==> config.mk <==
export PLATFORM = sky130hd
export DESIGN_NAME = burst_rd_wait_ctrl
export DESIGN_NICKNAME = d
export VERILOG_FILES = /design/src/rtl/burst_rd_wait_pkg.sv /design/src/rtl/rdw_wait_pipe.sv /design/src/rtl/rdw_access_timer.sv /design/src/rtl/burst_rd_wait_ctrl.sv
export SDC_FILE = /design/constraint.sdc
export NUM_CORES = 1
export LEC_CHECK = 0
export CAP_MARGIN = 10
export CORE_MARGIN = 5
export CORE_UTILIZATION = 56
export CTS_CLUSTER_SIZE = 8
export DETAILED_ROUTE_END_ITERATION = 10
export DONT_BUFFER_PORTS = 1
export PLACE_DENSITY = 0.71
export SLEW_MARGIN = 20
export SYNTH_ARGS = -nofsm -noshare
export SYNTH_HDL_FRONTEND = slang
export SYNTH_SLANG_ARGS = --single-unit
==> constraint.sdc <==
create_clock -name clk -period 5.9 [get_ports clk]
set_input_delay 0.295 -clock clk [delete_from_list [all_inputs] [get_ports clk]]
set_output_delay 0.295 -clock clk [all_outputs]
set_load 0.03 [all_outputs]
==> src/rtl/burst_rd_wait_pkg.sv <==
package burst_rd_wait_pkg;

    typedef enum logic [1:0] {
        ST_IDLE   = 2'd0,
        ST_FIRST  = 2'd1,
        ST_PAGE   = 2'd2,
        ST_EXTEND = 2'd3
    } rdw_state_e;

    localparam int unsigned WAIT_STAGES = 2;

endpackage

==> src/rtl/rdw_wait_pipe.sv <==
module rdw_wait_pipe
    import burst_rd_wait_pkg::*;
(
    input  logic       clk,
    input  logic       rst_n,
    input  logic       clr_i,
    input  logic       shift_en_i,
    input  logic       mon_en_i,
    input  logic [1:0] depth_i,
    input  logic       wait_i,
    output logic       wait_eff_o
);

    logic [WAIT_STAGES-1:0] hist_q;

    always_ff @(posedge clk or negedge rst_n) begin
        if (!rst_n) begin
            hist_q <= '0;
        end else if (clr_i) begin
            hist_q <= '0;
        end else if (shift_en_i) begin
            hist_q[0] <= wait_i;
            for (int s = 1; s < WAIT_STAGES; s++) begin
                hist_q[s] <= hist_q[s-1];
            end
        end
    end

    logic sel_wait;
    always_comb begin
        unique case (depth_i)
            2'd0:    sel_wait = wait_i;
            2'd1:    sel_wait = hist_q[0];
            default: sel_wait = hist_q[WAIT_STAGES-1];
        endcase
    end

    assign wait_eff_o = mon_en_i & sel_wait;

    AST_HIST_CLEARED: assert property (@(posedge clk) disable iff (!rst_n)
        clr_i |=> (hist_q == '0));

endmodule

==> src/rtl/rdw_access_timer.sv <==
module rdw_access_timer #(
    parameter int unsigned TIME_W = 5
) (
    input  logic              clk,
    input  logic              rst_n,
    input  logic              load_i,
    input  logic              run_i,
    input  logic [TIME_W-1:0] limit_i,
    output logic              done_o
);

    localparam logic [TIME_W-1:0] ONE = TIME_W'(1);

    logic [TIME_W-1:0] cnt_q;
    logic [TIME_W-1:0] lim_eff;

    assign lim_eff = (limit_i == '0) ? ONE : limit_i;
    assign done_o  = (cnt_q >= lim_eff);

    always_ff @(posedge clk or negedge rst_n) begin
        if (!rst_n) begin
            cnt_q <= ONE;
        end else if (load_i) begin
            cnt_q <= ONE;
        end else if (run_i && !done_o) begin
            cnt_q <= cnt_q + ONE;
        end
    end

    AST_TIMER_FROZEN: assert property (@(posedge clk) disable iff (!rst_n)
        (done_o && !load_i) |=> done_o);

endmodule

==> src/rtl/burst_rd_wait_ctrl.sv <==
module burst_rd_wait_ctrl
    import burst_rd_wait_pkg::*;
#(
    parameter int unsigned DATA_W = 16,
    parameter int unsigned LEN_W  = 4,
    parameter int unsigned TIME_W = 5
) (
    input  logic              clk,
    input  logic              rst_n,
    input  logic              start_i,
    input  logic [LEN_W-1:0]  burst_len_i,
    input  logic [TIME_W-1:0] first_time_i,
    input  logic [TIME_W-1:0] page_time_i,
    input  logic [1:0]        wait_depth_i,
    input  logic              wait_mon_en_i,
    input  logic              wait_i,
    input  logic [DATA_W-1:0] rd_data_i,
    output logic              beat_valid_o,
    output logic [DATA_W-1:0] beat_data_o,
    output logic              busy_o,
    output logic              stall_o,
    output logic              done_o
);

    rdw_state_e state_q, state_d;

    logic [LEN_W-1:0]  left_q;
    logic [TIME_W-1:0] first_q;
    logic [TIME_W-1:0] page_q;
    logic [1:0]        depth_q;
    logic              mon_q;
    logic              phase_q;

    logic accept;
    logic busy;
    logic tm_done;
    logic wait_eff;
    logic capture;
    logic last_beat;

    assign busy      = (state_q != ST_IDLE);
    assign accept    = (state_q == ST_IDLE) && start_i;
    assign capture   = busy && tm_done && !wait_eff;
    assign last_beat = (left_q == '0);

    rdw_wait_pipe u_wait_pipe (
        .clk        (clk),
        .rst_n      (rst_n),
        .clr_i      (accept),
        .shift_en_i (busy),
        .mon_en_i   (mon_q),
        .depth_i    (depth_q),
        .wait_i     (wait_i),
        .wait_eff_o (wait_eff)
    );

    rdw_access_timer #(.TIME_W(TIME_W)) u_timer (
        .clk     (clk),
        .rst_n   (rst_n),
        .load_i  (accept || capture),
        .run_i   (busy),
        .limit_i (phase_q ? page_q : first_q),
        .done_o  (tm_done)
    );

    always_comb begin
        state_d = state_q;
        unique case (state_q)
            ST_IDLE: begin
                if (start_i) state_d = ST_FIRST;
            end
            ST_FIRST, ST_PAGE: begin
                if (capture)       state_d = last_beat ? ST_IDLE : ST_PAGE;
                else if (tm_done)  state_d = ST_EXTEND;
            end
            ST_EXTEND: begin
                if (capture)       state_d = last_beat ? ST_IDLE : ST_PAGE;
            end
            default: state_d = ST_IDLE;
        endcase
    end

    always_ff @(posedge clk or negedge rst_n) begin
        if (!rst_n) begin
            state_q <= ST_IDLE;
            left_q  <= '0;
            first_q <= '0;
            page_q  <= '0;
            depth_q <= '0;
            mon_q   <= 1'b0;
            phase_q <= 1'b0;
        end else begin
            state_q <= state_d;
            if (accept) begin
                left_q  <= burst_len_i;
                first_q <= first_time_i;
                page_q  <= page_time_i;
                depth_q <= wait_depth_i;
                mon_q   <= wait_mon_en_i;
                phase_q <= 1'b0;
            end else if (capture) begin
                left_q  <= left_q - 1'b1;
                phase_q <= 1'b1;
            end
        end
    end

    always_ff @(posedge clk or negedge rst_n) begin
        if (!rst_n) begin
            beat_valid_o <= 1'b0;
            beat_data_o  <= '0;
            done_o       <= 1'b0;
        end else begin
            beat_valid_o <= capture;
            done_o       <= capture && last_beat;
            if (capture) beat_data_o <= rd_data_i;
        end
    end

    assign busy_o  = busy;
    assign stall_o = (state_q == ST_EXTEND);

    AST_CAPTURE_NEEDS_TIME: assert property (@(posedge clk) disable iff (!rst_n)
        beat_valid_o |-> $past(tm_done));

    AST_HELD_NO_CAPTURE: assert property (@(posedge clk) disable iff (!rst_n)
        (stall_o && wait_eff) |=> (!beat_valid_o && stall_o));

    AST_MON_OFF_NO_STALL: assert property (@(posedge clk) disable iff (!rst_n)
        !mon_q |-> !wait_eff);

    AST_DONE_WITH_BEAT: assert property (@(posedge clk) disable iff (!rst_n)
        done_o |-> (beat_valid_o && !busy_o));

endmodule

# == Yosys cells after proc, flatten, opt, wreduce, memory -nomap -nowiden ==
# Cells that the tools add are included.
# totals
reg_bits,45
elab_cells,58
# op_classes
magnitude_cmp,1
n_reduce_logical,18
eq_ne,7
mux,17
n_bitwise,1
add_sub_neg,2
# op_table
cell,n
2-to-1 mux 5 bit,4
2-to-1 mux 2 bit,7
2-to-1 mux 4 bit,2
nonzero test 2 bit,4
one-hot mux 2 bit (3 select lines),1
adder 5 x 1 -> 5 bit (second input constant),1
greater-or-equal comparator 5 bit,1
logical AND 1 bit,5
zero test 5 bit,1
== test 2 x 1 -> 1 bit (second input constant),2
== test 2 bit (second input constant),2
zero test 2 bit,2
zero test 4 bit,1
subtractor 4 x 1 -> 4 bit (second input constant),1
!= test 3 bit (second input constant),1
AND reduction 3 bit,1
zero test 1 bit,2
2-to-1 mux 1 bit,2
!= test 2 x 1 -> 1 bit (second input constant),1
!= test 2 bit (second input constant),1
one-hot mux 1 bit (2 select lines),1
OR reduction 2 bit,1
AND 1 bit,1
logical OR 1 bit,1

# == Depth between registers and ports, before layout ==
# logic_depth
ltp_word,8
depth_mapped,12
ltp_nobuf,10

# == Cells and area by module ==
# From an unflattened synthesis, not the netlist that was laid out.
# unflattened
cells_unflattened,236
area_unflattened_um2,2190.9
# modules_own_cells
mod,cells_each,seq_area_each_um2,area_each_um2,n_inst
burst_rd_wait_ctrl,177,950.9,1634.1,1
rdw_access_timer,50,126.4,451.7,1
rdw_wait_pipe,9,50.0,105.1,1

# == Worst setup path after synthesis ==
# No wires, ideal clock.
# synth_path
kind,register -> register
from,register phase_q
to,register beat_data_o[10]
setup_slack_ns,3.542
n_path_buf,2
period_less_slack_ns,2.358
stages_incl_launch_ff,13
arrival_ns,2.230
cell_sequence,dfrtp_1 > clkbuf_1 > mux2i_1 > nand4_1 > nand2_1 > ha_1 > nor2b_1 > o21ai_1 > a21o_1 > nand2b_4 > inv_4 > buf_6 > mux2_1
# synth_via
elab_chain_cells,6
# synth_rtl
element,line,source
from (decl),burst_rd_wait_ctrl.sv:32,logic phase_q;
from (signal assigned),burst_rd_wait_ctrl.sv:91,phase_q <= 1'b0;
from (signal assigned),burst_rd_wait_ctrl.sv:100,phase_q <= 1'b0;
from (signal assigned),burst_rd_wait_ctrl.sv:103,phase_q <= 1'b1;
2-to-1 mux 5 bit (*),burst_rd_wait_ctrl.sv:62,".limit_i (phase_q ? page_q : first_q),"
zero test 5 bit,rdw_access_timer.sv:17,assign lim_eff = (limit_i == '0) ? ONE : limit_i;
2-to-1 mux 5 bit (*),rdw_access_timer.sv:17,
greater-or-equal comparator 5 bit (*),rdw_access_timer.sv:18,assign done_o = (cnt_q >= lim_eff);
logical AND 1 bit (*) (2 in a row),burst_rd_wait_ctrl.sv:43,assign capture = busy && tm_done && !wait_eff;
net capture,burst_rd_wait_ctrl.sv:38,logic capture;
to (signal assigned),burst_rd_wait_ctrl.sv:116,if (capture) beat_data_o <= rd_data_i;
to (decl),burst_rd_wait_ctrl.sv:19,"output logic [DATA_W-1:0] beat_data_o,"
# The timed path passes the listed nets; every way through them passes the cells marked *.
# A chain may end at the register's enable or synchronous reset.

# == Worst setup path after layout ==
# layout_path
from,register phase_q
to,register left_q[1]
# layout_via
elab_chain_cells,7
# layout_rtl
element,line,source
2-to-1 mux 5 bit (*),burst_rd_wait_ctrl.sv:62,
zero test 5 bit,rdw_access_timer.sv:17,
2-to-1 mux 5 bit (*),rdw_access_timer.sv:17,
greater-or-equal comparator 5 bit (*),rdw_access_timer.sv:18,
logical AND 1 bit (*) (2 in a row),burst_rd_wait_ctrl.sv:43,
nonzero test 2 bit (no line) (*),-,
to (signal assigned),burst_rd_wait_ctrl.sv:95,left_q <= burst_len_i;
to (signal assigned),burst_rd_wait_ctrl.sv:102,left_q <= left_q - 1'b1;
to (decl),burst_rd_wait_ctrl.sv:27,logic [LEN_W-1:0] left_q;
# Mark *: on every way between the ends. The rest lies on a longest branch, timed or not.

==> flow_summary.yaml <==
run_status:
  status: "complete, no violations"
synth:
  yosysWarnings: 0
  synthArstFlopShare_pct: 100.0
  yosysMostFrequentCell: "nand2_1"
  syn-num-nets: 249
  yosysTopAreaCellShare_pct: 51.16
  avgSynthCellArea_um2: 10.71
  synth-seq-area-share_pct: 52.38
  synth_largest_area_cell: "dfrtp_1"
  synth_cells: 201
  synth_cell_type_count: 37
  yosys-top-cells-area: "dfrtp_1 (51%), nand2_1 (8.0%), ha_1 (6.4%)"
  synth_top_flop_cell: "dfrtp_1"
  syn-cell-area_um2: 2152
  ys_ff_latch: 45
  synth_common_cells: "nand2_1 (46), dfrtp_1 (44), ha_1 (11)"
  synth-edff-count: 0
worst_setup_path:
  crit_path_start_kind: "register"
  crit_arrival_ns: 3.08
  path_depth: 9
  critical_path_buf_inv_count: 0
  cp_max_fo: 11
  r2r_start: "phase_q$_DFFE_PN0N_"
  cp-end-kind: "register"
  cp-startpoint: "phase_q$_DFFE_PN0N_"
  cp_top_family: "compound AO/OA/AOI/OAI gates"
  rrSetupSlack_ns: 3.03
  rr_worst_depth: 9
  timing.rr.end: "left_q[1]$_DFFE_PN0N_"
  worstSetupEndpoint: "left_q[1]$_DFFE_PN0N_"
  crit_type: "reg2reg"
  cp_slowest_cell: "a21oi_1"
  required_ns: 6.10
  cp_slowest_stage_delay_ns: 0.66
  path_cells: "mux2i_1, nand4_1, nand2_1, ha_1, nor2b_1, o21ai_1, a21oi_1, o21ai_0, o221ai_1"
route:
  first_iter_violations: 85
  firstDrtPassIters: 4
  drc_errors: 0
  via_per_inst: 5.837
  drtAntennaViolNets: 0
  vias: 1471
  detail_route.wl_per_cell_um: 17.10
  drt-total-wl_mm: 4.309
timing:
  fmax_mhz: 348.3
  slew_violations: 0
  tns_ns: 0
  max-slew-margin-rel_pct: 45.01
  skew_ns: 0.002657
  setup_ws_ns: 3.029
  timing.final.crit_share_pct: 48.66
  rsz0062_at_grt: "no"
  tightest_slew_ns: 0.8249
  fin_crit_ns: 2.871
  whs_ns: 0.08801
  hold_viol_final: 0
  setup_violations: 0
die:
  fp.coreArea_um2: 3689
  die_x_um: 71.99
  initial_core_util_pct: 58.34
  ios: 57
  die_h_um: 71.99
  row_count: 22
  fp.dieArea_um2: 5183
power_and_ir_drop:
  leakagePower_nw: 1.100
  ir_worst_vdd_mv: 0.3386
  p_per_area_nw_per_um2: 679.4
  power_mw: 1.562
cells_and_area:
  nets: 251
  layout.cells.non_filler: 252
  drive_above_1_share_pct: 11.27
  area_growth_pct: 6.802
  diodes: 0
  fin_area_um2: 2298
  fin_util_pct: 62.31
place:
  pre_cts_slack_ns: 3.090
  dp_hpwl_mm: 3.186
  place_area_um2: 2178
  port_buffers: 0
  dp_cells: 242
  gp_congestion: 0.8474
grt:
  grt_pass1_vias: 1564
  grt_max_degree: 46
  antenna_found_initial: 0
  grtUsageTotal_pct: 17.92
  grt-ovfl-total: 0
  grt_pass1_wl_mm: 7.231
min_path:
  min_from: "start_i"
  min_delay_path_depth: 1
  hold_path.class: "in2reg"
clock_network:
  path_clk_slew_ns: 0.08
  cts_buffers: 5
  hold_buffers: 2
  clkLatencyLatePin_ns: 0.30
  post-cts-setup-buffer-count: 0
  cts_resized: 0
  clkSinkCount: 45
  clk_path_buf_depth: 2
  cts.htree.levels: 2
  cts_root_buffer: "clkbuf_8"
  cts_tree: "done"
run:
  maxCapViolations: 0
where the power goes:
group / switching [mW] / internal, mW / total (mW) / leakage [nW]
sequential: 0.228 / 0.462 / 0.691 / 0.545
combinational: 0.390 / 0.302 / 0.692 / 0.510
clock: 0.0971 / 0.0820 / 0.179 / 0.0450
total: 0.715 / 0.847 / 1.56 / 1.10
layout make-up:
type | instances | area, um2
fill | 327 | 1390
sequential | 45 | 1127
multi-input combinational | 138 | 947.2
clock buffer | 6 | 72.57
tap | 48 | 60.06
inverter | 11 | 43.79
timing repair buffer | 2 | 37.54
clock inverter | 2 | 10.01
cell usage in the layout, fill, tap and decap left out, drive strengths merged, types with 2 or more instances in the layout:
master | netlist | layout
a31oi | 2 | 2
o2bb2ai | 2 | 2
and2 | 2 | 2
mux2i | 8 | 8
or4 | 2 | 2
clkinv | 0 | 2
a21oi | 5 | 5
mux2 | 16 | 16
clkbuf | 6 | 6
nor2 | 10 | 10
a21o | 2 | 2
o311ai | 2 | 2
a211oi | 3 | 3
dfrtp | 44 | 44
o211ai | 2 | 2
o31ai | 3 | 3
ha | 11 | 11
nand4 | 3 | 3
xnor2 | 2 | 2
nand2 | 46 | 46
o21ai | 8 | 8
inv | 11 | 11
kinds of logic after synthesis:
logic type	Yosys count	share of synthesized area, %
compound gates	32	10.70
xor+xnor	2	0.8141
fa+ha+maj	11	6.395
buf+inv	18	3.604
flops	45	52.38
mux	24	12.09
simple gates	69	14.01
worst register-to-register path, delay by kind of cell, from the launching register on:
kind | cells | cell delay [ns]
AO/OA/AOI/OAI | 4 | 1.42
flip-flops | 1 | 0.52
AND/OR/NAND/NOR | 3 | 0.33
multiplexers | 1 | 0.30
adder cells (fa/ha/maj) | 1 | 0.22
flip-flops by register name, indices dropped and copies added, names as in the netlist, 2 cells and up:
register / count
u_wait_pipe.hist_q: 2
depth_q: 2
left_q: 4
u_timer.cnt_q: 5
page_q: 5
beat_data_o: 16
state_q: 2
first_q: 5
metal layers:
metal / global-route usage (%) / vias up / wire length, um
met5: 0 / - / 0
met4: 6.263 / 0 / 68
met3: 7.618 / 10 / 345
met2: 29.18 / 46 / 2143
met1: 21.29 / 722 / 1751
li1: - / 693 / -
worst min-delay path by stage:
| stage | slack (ns) | to |
|---|---|---|
| detailed placement | 0.0005 | left_q[2]$_DFFE_PN0N_ |
| global placement | 0.0007 | left_q[3]$_DFFE_PN0N_ |
| floorplan | -0.0006 | beat_data_o[0]$_DFFE_PN0P_ |
| global route | 0.07 | u_wait_pipe.hist_q[0]$_DFFE_PN0P_ |
| CTS | 0.08 | u_wait_pipe.hist_q[0]$_DFFE_PN0P_ |
| finish | 0.09 | u_wait_pipe.hist_q[0]$_DFFE_PN0P_ |
(Power assumes the default switching activity.)
